$ cat config.mk
export PLATFORM = sky130hd
export DESIGN_NAME = irq_moderator
export DESIGN_NICKNAME = d
export VERILOG_FILES = /design/src/rtl/irq_mod_pkg.sv /design/src/rtl/irq_tick_gen.sv /design/src/rtl/irq_delay_timer.sv /design/src/rtl/irq_throttle.sv /design/src/rtl/irq_moderator.sv
export SDC_FILE = /design/constraint.sdc
export NUM_CORES = 1
export LEC_CHECK = 0
export BUFFER_PORTS_ARGS = -buffer_cell sky130_fd_sc_hd__buf_2
export CELL_PAD_IN_SITES_DETAIL_PLACEMENT = 1
export CELL_PAD_IN_SITES_GLOBAL_PLACEMENT = 2
export CORE_MARGIN = 5
export CORE_UTILIZATION = 37
export CTS_CLUSTER_DIAMETER = 100
export DETAILED_ROUTE_END_ITERATION = 10
export PLACE_DENSITY = 0.76
export SYNTH_ARGS = -nofsm -noshare
export SYNTH_HDL_FRONTEND = slang
export SYNTH_SLANG_ARGS = --single-unit
export TNS_END_PERCENT = 20
$ cat constraint.sdc
create_clock -name clk -period 2.3 [get_ports clk]
set_clock_uncertainty 0.2 [all_clocks]
set_input_delay 0.46 -clock clk [delete_from_list [all_inputs] [get_ports clk]]
set_output_delay 0.46 -clock clk [all_outputs]
set_load 0.01 [all_outputs]
$ cat src/rtl/irq_mod_pkg.sv
package irq_mod_pkg;
  localparam int CAUSE_TXWB = 0;
  localparam int CAUSE_RXTMR = 1;
  localparam int NUM_DELAY = 4;
  localparam int SLOT_THROTTLE = 4;
  localparam int NUM_SLOTS = NUM_DELAY + 1;

  // receive timers occupy the two low slots, the even slot restarts per event
  function automatic bit slot_is_rx(int slot);
    return slot < 2;
  endfunction

  function automatic bit slot_restarts(int slot);
    return (slot % 2) == 0;
  endfunction
endpackage

$ cat src/rtl/irq_tick_gen.sv
module irq_tick_gen #(
  parameter int TICK_DIV = 205
) (
  input  logic clk,
  input  logic rst_n,
  output logic tick
);
  localparam int DW = (TICK_DIV > 2) ? $clog2(TICK_DIV) : 1;
  localparam logic [DW-1:0] LAST = DW'(TICK_DIV - 1);

  logic [DW-1:0] div_q;
  logic wrap;

  assign wrap = (div_q == LAST);

  always_ff @(posedge clk or negedge rst_n) begin
    if (!rst_n) begin
      div_q <= '0;
      tick  <= 1'b0;
    end else begin
      tick  <= wrap;
      div_q <= wrap ? '0 : div_q + 1'b1;
    end
  end

  a_r12_tick_single: assert property (@(posedge clk) disable iff (!rst_n)
    tick |=> !tick);
endmodule

$ cat src/rtl/irq_delay_timer.sv
module irq_delay_timer #(
  parameter int TW = 16,
  parameter bit RESTART = 1'b1
) (
  input  logic          clk,
  input  logic          rst_n,
  input  logic          tick,
  input  logic          arm,
  input  logic [TW-1:0] load_val,
  output logic          expire
);
  logic [TW-1:0] cnt_q;
  logic          run_q;
  logic          take_arm;

  assign take_arm = arm && (RESTART || !run_q);

  always_ff @(posedge clk or negedge rst_n) begin
    if (!rst_n) begin
      cnt_q  <= '0;
      run_q  <= 1'b0;
      expire <= 1'b0;
    end else begin
      expire <= 1'b0;
      if (load_val == '0) begin
        run_q <= 1'b0;
      end else if (take_arm) begin
        cnt_q <= load_val;
        run_q <= 1'b1;
      end else if (tick && run_q) begin
        if (cnt_q == TW'(1)) begin
          run_q  <= 1'b0;
          expire <= 1'b1;
        end else begin
          cnt_q <= cnt_q - 1'b1;
        end
      end
    end
  end

  a_r11_zero_never_fires: assert property (@(posedge clk) disable iff (!rst_n)
    (load_val == '0) |=> !expire);
  a_r7_single_pulse: assert property (@(posedge clk) disable iff (!rst_n)
    expire |=> !expire);
endmodule

$ cat src/rtl/irq_throttle.sv
module irq_throttle #(
  parameter int TW = 16
) (
  input  logic          clk,
  input  logic          rst_n,
  input  logic          tick,
  input  logic          want,
  input  logic          now,
  input  logic [TW-1:0] interval,
  output logic          irq
);
  logic [TW-1:0] win_q;
  logic          irq_d;
  logic          rise;

  function automatic logic may_raise(logic held, logic urgent,
                                     logic [TW-1:0] ival, logic [TW-1:0] left);
    return held || urgent || (ival == '0) || (left == '0);
  endfunction

  assign irq_d = want && may_raise(irq, now, interval, win_q);
  assign rise  = irq_d && !irq;

  always_ff @(posedge clk or negedge rst_n) begin
    if (!rst_n) begin
      irq   <= 1'b0;
      win_q <= '0;
    end else begin
      irq <= irq_d;
      if (rise) win_q <= interval;
      else if (tick && win_q != '0) win_q <= win_q - 1'b1;
    end
  end

  a_r4_hold_in_window: assert property (@(posedge clk) disable iff (!rst_n)
    (!irq && win_q != '0 && interval != '0 && !now) |=> !irq);
  a_r3_urgent_raises: assert property (@(posedge clk) disable iff (!rst_n)
    (want && now) |=> irq);
endmodule

$ cat src/rtl/irq_moderator.sv
module irq_moderator
  import irq_mod_pkg::*;
#(
  parameter int NCAUSE = 8,
  parameter int TW = 16,
  parameter int TICK_DIV = 205
) (
  input  logic              clk,
  input  logic              rst_n,
  input  logic [NCAUSE-1:0] cause_pulse,
  input  logic              cause_now,
  input  logic              mask_wr,
  input  logic [NCAUSE-1:0] mask_wdata,
  input  logic              pend_rd,
  output logic [NCAUSE-1:0] pend_q,
  input  logic              timer_wr,
  input  logic [2:0]        timer_sel,
  input  logic [TW-1:0]     timer_wdata,
  input  logic              rx_pkt,
  input  logic              tx_pkt,
  input  logic              wb_done,
  output logic              irq,
  output logic              rx_wb_req,
  output logic              tx_wb_req
);
  logic [TW-1:0]     tval [NUM_SLOTS];
  logic [NUM_DELAY-1:0] tmr_exp;
  logic              tick;
  logic [NCAUSE-1:0] mask_q;
  logic [NCAUSE-1:0] post_vec;
  logic [NCAUSE-1:0] pend_d;
  logic [NCAUSE-1:0] mask_d;
  logic              post_now;
  logic              want;

  function automatic logic [NCAUSE-1:0] merge_causes(logic [NCAUSE-1:0] ext,
                                                     logic rx_hit, logic tx_hit);
    logic [NCAUSE-1:0] v;
    v = ext;
    if (rx_hit) v[CAUSE_RXTMR] = 1'b1;
    if (tx_hit) v[CAUSE_TXWB] = 1'b1;
    return v;
  endfunction

  irq_tick_gen #(.TICK_DIV(TICK_DIV)) u_tick (
    .clk(clk), .rst_n(rst_n), .tick(tick));

  always_ff @(posedge clk or negedge rst_n) begin
    if (!rst_n) begin
      for (int k = 0; k < NUM_SLOTS; k++) tval[k] <= '0;
    end else if (timer_wr) begin
      for (int k = 0; k < NUM_SLOTS; k++)
        if (timer_sel == 3'(k)) tval[k] <= timer_wdata;
    end
  end

  for (genvar t = 0; t < NUM_DELAY; t++) begin : g_tmr
    irq_delay_timer #(.TW(TW), .RESTART(slot_restarts(t))) u_tmr (
      .clk(clk), .rst_n(rst_n), .tick(tick),
      .arm(slot_is_rx(t) ? rx_pkt : tx_pkt),
      .load_val(tval[t]),
      .expire(tmr_exp[t]));
  end

  assign rx_wb_req = tmr_exp[0] | tmr_exp[1];
  assign tx_wb_req = tmr_exp[2] | tmr_exp[3];

  assign post_vec = merge_causes(cause_pulse, rx_wb_req, tx_wb_req | wb_done);
  assign post_now = (cause_now && cause_pulse != '0) || rx_wb_req || tx_wb_req;
  assign pend_d   = (pend_rd ? '0 : pend_q) | post_vec;
  assign mask_d   = mask_wr ? mask_wdata : mask_q;
  assign want     = (pend_d & mask_d) != '0;

  always_ff @(posedge clk or negedge rst_n) begin
    if (!rst_n) begin
      pend_q <= '0;
      mask_q <= '0;
    end else begin
      pend_q <= pend_d;
      mask_q <= mask_d;
    end
  end

  irq_throttle #(.TW(TW)) u_thr (
    .clk(clk), .rst_n(rst_n), .tick(tick), .want(want), .now(post_now),
    .interval(tval[SLOT_THROTTLE]), .irq(irq));

  a_r2_line_needs_cause: assert property (@(posedge clk) disable iff (!rst_n)
    irq |-> ((pend_q & mask_q) != '0));
  a_r6_read_clears: assert property (@(posedge clk) disable iff (!rst_n)
    (pend_rd && post_vec == '0) |=> (pend_q == '0 && !irq));
  a_r7_rx_posts: assert property (@(posedge clk) disable iff (!rst_n)
    rx_wb_req |=> pend_q[CAUSE_RXTMR]);
  a_r8_tx_posts: assert property (@(posedge clk) disable iff (!rst_n)
    (tx_wb_req && !mask_wr && mask_q[CAUSE_TXWB]) |=> irq);
  a_r9_wb_done_posts: assert property (@(posedge clk) disable iff (!rst_n)
    wb_done |=> pend_q[CAUSE_TXWB]);
  a_r5_mask_off_drops: assert property (@(posedge clk) disable iff (!rst_n)
    (mask_wr && mask_wdata == '0) |=> !irq);
endmodule

Word-level counts from Yosys, hierarchy flattened
Index checks and enable logic that the tools add are counted.
{ "word_totals": {"regBits": 194, "in_bits": 44, "wordCells": 156} }
{ "classes": {"n_addsub": 6, "eq_ne": 13, "mux": 51, "n_bitwise": 9, "reduce_logical": 54} }
{ "ops": {"columns": ["operator", "count"], "rows": [
  ["$mux W16", 14],
  ["$logic_not A16 Y1", 6],
  ["$sub A16 B1 Y16 const B", 5],
  ["$eq A16 B1 Y1 const B", 4],
  ["$mux W1", 34],
  ["$mux W8", 3],
  ["$reduce_bool A3 Y1", 8],
  ["$reduce_and A2 Y1", 9],
  ["$reduce_bool A16 Y1", 1],
  ["$reduce_bool A8 Y1", 2],
  ["$reduce_and A3 Y1", 4],
  ["$logic_and A1 B1 Y1", 10],
  ["$reduce_bool A2 Y1", 5],
  ["$add A8 B1 Y8 const B", 1],
  ["$and A8 B8 Y8", 1],
  ["$eq A8 B8 Y1 const B", 1],
  ["$or A8 B8 Y8", 1],
  ["$eq A3 B2 Y1 const B", 2],
  ["$logic_or A1 B1 Y1", 5],
  ["$ne A2 B1 Y1 const B", 2],
  ["$ne A2 B2 Y1 const B", 2],
  ["$not A1 Y1", 4],
  ["$eq A3 B1 Y1 const B", 1],
  ["$eq A3 B3 Y1 const B", 1],
  ["other kinds (3)", 7]
]} }

Longest topological paths before layout
Gate-level depths: netlist of run 1.
{ "depth": {"ltp_word": 10, "mapped_depth": 9} }

Modules after synthesis
A second synthesis of run 1 with hierarchy kept.
{ "hier_totals": {"cells_unflattened": 971, "hier_area_um2": 10266.1} }
{ "modules_own_cells": {"columns": ["module", "n_inst", "cells_each", "area_per_inst_um2", "seq_area_each_um2"], "rows": [
  ["irq_moderator", 1, 226, 3748.6, 2402.3],
  ["irq_delay_timer at g_tmr[0].u_tmr ...", 2, 144, 1265.0, 450.4],
  ["irq_delay_timer at g_tmr[1].u_tmr ...", 2, 143, 1232.4, 450.4],
  ["irq_throttle", 1, 131, 1083.5, 425.4],
  ["irq_tick_gen", 1, 40, 439.2, 225.2]
]} }

Worst setup path before layout of run 1
OpenSTA, ideal clock, no wires.
{ "synth_timing": {"path_type": "input -> register", "from": "in mask_wr", "to": "reg u_thr.win_q[10]", "setup_time_ps": 125, "t_arrival_ps": 2236, "t_required_ps": 1975, "path_slack_ps": -260, "cell_stages": 7, "path_buffers": 2, "path_cell_list": "clkbuf_1 -> mux2_2 -> o41ai_1 -> nand4_1 -> o211ai_2 -> buf_2 -> mux2_2"} }
{ "synth_between": {"elab_chain_len": 6} }
{ "synth_rtl": {"columns": ["item", "line", "text"], "rows": [
  ["start: declaration", "irq_moderator.sv:12", "input logic mask_wr,"],
  ["$mux W8 *", "irq_moderator.sv:71", "assign mask_d = mask_wr ? mask_wdata : mask_q;"],
  ["named net mask_d[0]", "irq_moderator.sv:32", "logic [NCAUSE-1:0] mask_d;"],
  ["$and A8 B8 Y8 *", "irq_moderator.sv:72", "assign want = (pend_d & mask_d) != '0;"],
  ["$reduce_bool A8 Y1 *", "irq_moderator.sv:72", null],
  ["$logic_and A1 B1 Y1 *", "irq_throttle.sv:21", "assign irq_d = want && may_raise(irq, now, interval, win_q);"],
  ["$logic_and A1 B1 Y1 *", "irq_throttle.sv:22", "assign rise = irq_d && !irq;"],
  ["$mux W16 or $reduce_bool A2 Y1 (tied branches)", null, null],
  ["end signal: assignment", "irq_throttle.sv:30", "if (rise) win_q <= interval;"],
  ["end signal: assignment", "irq_throttle.sv:31", "else if (tick && win_q != '0) win_q <= win_q - 1'b1;"],
  ["end: declaration", "irq_throttle.sv:12", "logic [TW-1:0] win_q;"]
]} }
Mark *: on every way through the listed nets, which the timed path passes. The rest lies on a longest branch.
A chain may end at the register's enable or synchronous reset.

Final worst setup path of run 1
{ "layout_timing": {"from": "reg g_tmr[0].u_tmr.cnt_q[4]", "to": "reg g_tmr[0].u_tmr.cnt_q[13]"} }
{ "layout_between": {"elab_chain_len": 4} }
{ "layout_rtl": {"columns": ["item", "line", "text"], "rows": [
  ["start: declaration", "irq_delay_timer.sv:12", "logic [TW-1:0] cnt_q;"],
  ["start signal: assignment", "irq_delay_timer.sv:28", "cnt_q <= load_val;"],
  ["start signal: assignment", "irq_delay_timer.sv:35", "cnt_q <= cnt_q - 1'b1;"],
  ["$sub A16 B1 Y16", "irq_delay_timer.sv:35", null],
  ["$mux W16", "irq_delay_timer.sv:31", "if (cnt_q == TW'(1)) begin"],
  ["$mux W16", "irq_delay_timer.sv:30", "end else if (tick && run_q) begin"],
  ["$mux W16", "irq_delay_timer.sv:27", "end else if (take_arm) begin"]
]} }
Parallel ways exist; a longest one is shown, timed or not. The select of a mux whose other input is x is not followed.

==> results of run 1 <==
cells by family after synthesis:
kind of cell / after synthesis / synth area share
AOI/OAI and AO/OA: 201 / 0.137
buffers and inverters: 65 / 0.0267
xor gates and xnor gates: 20 / 0.0177
adders and majority gates: 12 / 0.0152
DFF: 194 / 0.490
muxes: 123 / 0.137
and+or+nand+nor: 307 / 0.175
sequential cells by signal, summed over array words and instances, names as in the netlist:
register / count
g_tmr.u_tmr.cnt_q: 64
g_tmr.u_tmr.expire: 4
g_tmr.u_tmr.run_q: 4
mask_q: 8
pend_q: 8
tval: 80
u_thr.irq: 1
u_thr.win_q: 16
u_tick.div_q: 8
u_tick.tick: 1
metrics by stage:
stage          total power [uW]  cell area [um2]  std cells
6_report                  12300            12500       1431
5_1_grt                   13000            12500       1430
4_1_cts                   12100            12200       1422
3_5_place_dp               8790            11500       1387
3_3_place_gp               8650            11500       1387
2_1_floorplan              7150             9960        922
worst paths after layout:
| check | start | endpoint | slack (ns) |
|---|---|---|---|
| setup / recovery | g_tmr[0].u_tmr.cnt_q[4] | g_tmr[0].u_tmr.cnt_q[13] | -0.08 |
| hold / removal | cause_pulse[7] | pend_q[7] | 0.04 |
| setup reg to reg | g_tmr[0].u_tmr.cnt_q[4] | g_tmr[0].u_tmr.cnt_q[13] | -0.08 |
| hold reg to reg | mask_q[6] | mask_q[6] | 0.30 |
| max in group asynchronous | rst_n | g_tmr[1].u_tmr.cnt_q[5] | 0.87 |
| min in group asynchronous | rst_n | g_tmr[2].u_tmr.cnt_q[3] | 0.31 |
layout by cell type, fill, tap and decap left out, types with 17 or more instances in the layout:
cell type | synthesis | final
nand4_1 | 19 | 19
buf_2 | 4 | 53
a21oi_1 | 36 | 33
mux2_2 | 104 | 84
nor2_1 | 48 | 45
nand3_1 | 29 | 29
nand2_1 | 49 | 46
mux2i_1 | 19 | 19
nor4_1 | 48 | 41
mux2_4 | 0 | 20
xnor2_1 | 17 | 17
dfrtp_1 | 194 | 194
o21ai_0 | 47 | 43
buf_4 | 0 | 119
clkbuf_16 | 0 | 18
nor3_1 | 24 | 19
a22oi_1 | 23 | 23
cells in the mapped netlist, types with 3 or more instances:
master	instances	area, um2
and4_1	3	26.3
nand4b_1	3	26.3
o2bb2ai_1	11	96.3
nand4_1	19	119
nand2b_1	9	56.3
a221o_1	6	60.1
a22oi_1	23	173
o21a_1	3	22.5
a211oi_1	4	30.0
a311o_1	5	50.1
mux2_2	104	1170
buf_2	4	20.0
nand3_1	29	145
a2111oi_0	3	26.3
nand2_1	49	184
nor3_1	24	120
nor4_1	48	300
clkbuf_1	38	143
a21o_1	6	45.0
nor4b_1	3	26.3
nor3b_1	3	22.5
or3_1	14	87.6
xnor2_1	17	149
mux2i_1	19	190
a22o_1	10	87.6
xor2_1	3	26.3
a21oi_1	36	180
o31ai_1	7	52.6
nor2_1	48	180
a31oi_1	8	50.1
o21ai_0	47	235
or2_2	10	62.6
o22ai_1	9	56.3
nand3b_1	3	22.5
dfrtp_1	194	4850
and3_1	3	18.8
inv_1	18	67.6
ha_1	12	150
nor2b_1	12	75.1
or4_1	7	52.6
or4_4	4	45.0
area by class of cell:
| type | instances | area share |
|---|---|---|
| multi-input combinational | 663 | 0.412 |
| antenna | 1 | 0.000199 |
| clock buffer | 19 | 0.0361 |
| tap | 335 | 0.0334 |
| sequential | 194 | 0.387 |
| timing repair buffer | 187 | 0.113 |
| clock inverter | 13 | 0.0131 |
| inverter | 19 | 0.00568 |
worst max-delay path, stage by stage (launching register included):
cell	delay [ns]
dfrtp_1	0.38
or4_4	0.55
or4b_4	0.59
nor4b_4	0.23
mux2i_1	0.22
o21ai_1	0.08
layer usage:
metal  track usage  up-vias  share of wire
met5             0        -              0
met4        0.0449        0          0.012
li1              -     3817              -
met3        0.0264       24          0.022
met1         0.267     4150           0.47
met2         0.333       91           0.50
power by group through the flow:
stage	Combinational [uW]	Sequential (uW)	Clock, uW
detailed placement	3600	5190	0
finish	3930	5160	3180
global placement	3490	5160	0
floorplan	2180	4970	0
global route	4360	5290	3400
CTS	3680	5150	3250
repair_timing:
action,in CTS,in global routing
setup buffers,3,7
pin swaps,4,9
endpoints found under the setup margin,39,55
hold endpoints to repair,41,0
cloned,0,1
resized for setup,17,64
hold buffers,1,0
==> summary.txt, run 1 <==
Timing
  – Setup TNS: -0.633 ns
  – Max Slew Vio Count: 0
  – Final WS setup: -0.0835 ns
  – Final min period: 2.38 ns
  – Final setup viols: 21
  – Final Hold Vio Count: 0
  – Relative slew slack: 0.648
  – Fmax: 420 MHz
  – Fin crit share: 1.04
  – Hold WS: 0.0415 ns
  – Measured slew at the worst slew-check pin: 0.523 ns
  – RSZ-0062 raised after global routing: yes

Floorplanning
  – Die Ht: 174 um
  – Die W: 174 um
  – # rows: 59
  – Starting Density: 0.378
  – Top Ports: 55
  – Core region area: 26200 um2
  – Die area: 30100 um2

Power
  – Sw frac: 0.347
  – Combinational share of power: 0.320
  – Clk pwr share: 0.259
  – NetSw: 4260 uW
  – Worst VDD drop: 548 uV
  – Power Dens Cells: 978 nW/um2
  – Leak: 0.00530 uW
  – Part of the power in registers: 0.421
  – Pint: 8020 uW

Clock tree
  – CTS tree: done
  – CTS buffer count: 17
  – CTS H-tree depth: 4
  – Reg clk slew, reported paths: 0.08 ns
  – Max clock buf depth: 2
  – TritonCTS Sinks: 194
  – Worst-Skew Late Latency: 0.45 ns
  – Clk root buf: clkbuf_16

Job
  – Max_cap viols: 0

Yosys
  – Post-synth EDFFs: 0
  – Yosys Warn Count: 0
  – Post-synthesis cell area: 9900 um2
  – FFs w/ async S/R, synth: 1.00
  – Synth Register Bits: 194
  – Synth cell types: 71
  – Post-Syn Instances: 922
  – Sequential-to-total area share from yosys stat: 0.490
  – Syn_nets: 978
  – Most used DFF post-synth: dfrtp_1
  – Mean Syn Cell Area: 10.7 um2

Placement
  – Port Buffers: 54
  – Routability cong.: 0.811
  – Post-Place Worst Slack: -0.162 ns
  – HPWL Detailed: 21100 um

Route
  – Vias/cell: 5.65
  – 1st-iter DRT viols: 368
  – DRC Markers: 0
  – Routed via count: 8082
  – Wire length per cell: 20.6 um
  – Antenna-violating nets left: 0
  – Final wirelength: 29500 um
  – DR pass1 iterations: 4

Global routing
  – Largest net degree at the start of global routing: 47
  – Total GRT Usage: 0.196
  – Vias in the first global route: 8682
  – Initial antenna violation count: 0
  – First-pass GRT wire length: 47800 um
  – GRT Residual Overflow: 0

Layout
  – Share of cells above drive strength 1: 0.362
  – Nets@finish: 1138
  – Post-layout util: 0.479
  – Area delta synth->final: 26.7%
  – Register area: 4850 um2
  – Multi-input gate area: 5170 um2
  – Filler Cell Count: 2881

Worst setup path
  – Startpoint Class: register
  – Crit-path max FO: 3
  – CP required: 2.42 ns
  – R2R depth: 5
  – Crit Path Class: register to register
  – WP data arrival: 2.50 ns
  – CP Capture Type: register

Outcome
  – Status: complete, but fails checks
  – Failing checks: setup timing

Worst hold path
  – Hold Crit Class: input port to register
  – Worst Hold Path Cells: 2
No activity file was read; power rests on OpenSTA's default activity.
==> inputs of run 2 (changes only) <==
Settings changed: MAX_ROUTING_LAYER from default to met4.
==> run 2 against run 1 <==
The run still ends with setup timing left. Power is essentially flat. Fmax about the same. Clock-buffer cell count stayed put. Routed wire length about the same. Critical endpoint unchanged. Utilization about the same. Non-clock buffer count unchanged. Critical path type unchanged.
==> summary.txt, run 2 (synthesis gave the netlist of run 1 again) <==
Clock tree
  – CTS buffer count: 17 (unchanged)
  – Clk root buf: clkbuf_16 (unchanged)
  – Reg clk slew, reported paths: 0.08 ns (about the same)
  – CTS tree: done (unchanged)
  – TritonCTS Sinks: 194 (unchanged)
  – Worst-Skew Late Latency: 0.44 ns (was 0.45 ns)
  – CTS H-tree depth: 4 (unchanged)
  – Max clock buf depth: 2 (unchanged)

Global routing
  – Vias in the first global route: 8677 (was 8682)
  – Met3 GRT Util: 0.0253 (was 0.0264)
  – Met1 GRT Util: 0.266 (was 0.267)
  – Initial antenna violation count: 0 (unchanged)
  – Busiest grt layer: met2 (unchanged)
  – Met2 Resource Use GR: 0.334 (was 0.333)
  – GRT Residual Overflow: 0 (unchanged)
  – Total GRT Usage: 0.201 (was 0.196)
  – Largest net degree at the start of global routing: 47 (unchanged)
  – First-pass GRT wire length: 47800 um (about the same)

Timing
  – Final setup viols: 21 (unchanged)
  – Final min period: 2.38 ns (about the same)
  – Max Slew Vio Count: 0 (unchanged)
  – Fmax: 420 MHz (about the same)
  – RSZ-0062 raised after global routing: yes (unchanged)
  – Fin crit share: 1.04 (about the same)
  – Relative slew slack: 0.647 (was 0.648)
  – Setup TNS: -0.658 ns (was -0.633 ns)
  – Final WS setup: -0.0826 ns (was -0.0835 ns)
  – Measured slew at the worst slew-check pin: 0.524 ns (was 0.523 ns)
  – Final Hold Vio Count: 0 (unchanged)

Worst setup path
  – R2R depth: 5 (unchanged)
  – Crit Path Class: register to register (unchanged)
  – CP Capture Type: register (unchanged)
  – WP data arrival: 2.50 ns (about the same)
  – Slowest stage delay, CP: 0.59 ns (about the same)
  – Bufs and invs on worst path: 0 (unchanged)
  – Crit-path max FO: 3 (unchanged)
  – Startpoint Class: register (unchanged)
  – Slowest CP cell: or4b_4 (unchanged)
  – CP cell instances: or4_4 -> or4b_4 -> nor4b_4 -> mux2i_1 -> o21ai_1 (unchanged)
  – Flop2flop setup slack: -0.08 ns (about the same)
  – Worst R2R End: g_tmr[0].u_tmr.cnt_q[13] (unchanged)
  – Worst R2R Start: g_tmr[0].u_tmr.cnt_q[4] (unchanged)
  – Delay-heaviest family, CP: simple AND/OR/NAND/NOR gates (unchanged)
  – CP required: 2.42 ns (about the same)

Power
  – Total power draw: 12300 uW (about the same)
  – Worst VDD drop: 545 uV (was 548 uV)
  – Power Dens Cells: 978 nW/um2 (about the same)
  – Leak: 0.00530 uW (about the same)

Layout
  – Commonest non-fill, non-tap cell in the layout: dfrtp_1 (unchanged)
  – Post-route cell area: 12500 um2 (about the same)
  – Share of cells above drive strength 1: 0.363 (was 0.362)
  – Area delta synth->final: 26.7% (about the same)
  – Nets@finish: 1138 (unchanged)
  – Biggest regs: tval (80), g_tmr.u_tmr.cnt_q (64), u_thr.win_q (16) (unchanged)
  – Max reg flops: 80 (unchanged)
  – Largest register by flop count: tval (unchanged)
  – Antenna diodes: 0 (was 1)
  – Commonest non-fill, non-tap cells in the layout: dfrtp_1, buf_4, mux2_2 (unchanged)

Outcome
  – Failing checks: setup timing (unchanged)
  – Status: complete, but fails checks (unchanged)

Route
  – 1st-iter DRT viols: 333 (was 368)
  – Vias/cell: 5.66 (was 5.65)
  – Wire length per cell: 20.6 um (about the same)
  – Final wirelength: 29500 um (about the same)
  – DRC Markers: 0 (unchanged)
  – Antenna-violating nets left: 0 (unchanged)
  – Routed via count: 8092 (was 8082)
  – DR pass1 iterations: 4 (unchanged)

Floorplanning
  – Die W: 174 um (unchanged)
  – Die area: 30100 um2 (unchanged)
  – Die Ht: 174 um (unchanged)
  – Top Ports: 55 (unchanged)
  – Starting Density: 0.378 (unchanged)
  – # rows: 59 (unchanged)
  – Core region area: 26200 um2 (unchanged)

Worst hold path
  – Worst Hold Endpoint: pend_q[7] (unchanged)
  – Worst Hold Path Cells: 2 (unchanged)
  – Min-delay src: cause_pulse[7] (unchanged)
  – Hold Crit Class: input port to register (unchanged)

Placement
  – Dpl cell area: 11500 um2 (unchanged)
  – Port Buffers: 54 (unchanged)
  – HPWL Detailed: 21100 um (unchanged)
  – Routability cong.: 0.823 (was 0.811)

Job
  – Max_cap viols: 0 (unchanged)
## run 2: worst max path at each step
| stage | depth (start not counted) | start | slack (ns) | end |
|---|---|---|---|---|
| final | 5 | g_tmr[0].u_tmr.cnt_q[4] | -0.08 | g_tmr[0].u_tmr.cnt_q[13] |
| after global routing | 5 | g_tmr[0].u_tmr.cnt_q[4] | -0.17 | g_tmr[0].u_tmr.cnt_q[13] |
| after CTS | 5 | g_tmr[0].u_tmr.cnt_q[8] | -0.09 | g_tmr[0].u_tmr.cnt_q[13] |
| after detailed placement | 7 | cause_pulse[3] | -0.16 | u_thr.win_q[3] |
| after global placement | 8 | g_tmr[0].u_tmr.cnt_q[4] | -0.17 | g_tmr[0].u_tmr.cnt_q[8] |
| after floorplan | 7 | g_tmr[3].u_tmr.cnt_q[0] | -0.04 | g_tmr[3].u_tmr.cnt_q[12] |
## run 2: metrics by stage
stage | instances | setup WS (ns) | util | hold WS (ns)
detailed placement | 1387 | -0.162 | 0.438 | 0.242
finish | 1430 | -0.0826 | 0.479 | 0.0439
floorplan | 922 | -0.0429 | - | -0.0356
CTS | 1422 | -0.0859 | 0.465 | 0.0224
global route | 1430 | -0.171 | 0.479 | 0.0389
global placement | 1387 | -0.168 | 0.438 | 0.244
## run 2: power by group
group	internal, uW	switching [uW]
Sequential	4270	894
Clock	1710	1460
Combinational	2040	1900
Total	8020	4260
## run 2: cell type report
cell class,count,area (um2)
Inverter,19,71.3
Sequential cell,194,4850
Clock inverter,13,164
Fill cell,2881,13700
Tap cell,335,419
Multi-Input combinational cell,663,5170
Timing Repair Buffer,187,1410
Clock buffer,19,453
## run 2: routing by layer
layer | vias up | wire [um]
li1 | 3818 | -
met5 | - | 0
met1 | 4152 | 13700
met2 | 93 | 14700
met3 | 29 | 722
met4 | 0 | 378
## run 2: timing repair
action                                  4_1_cts  5_1_grt
pin swaps                                     4       10
cloned                                        0        1
hold buffers                                  1        0
endpoints found under the hold margin        41        0
buffers inserted                              3        7
gates resized for setup                      17       65
endpoints found under the setup margin       39       55
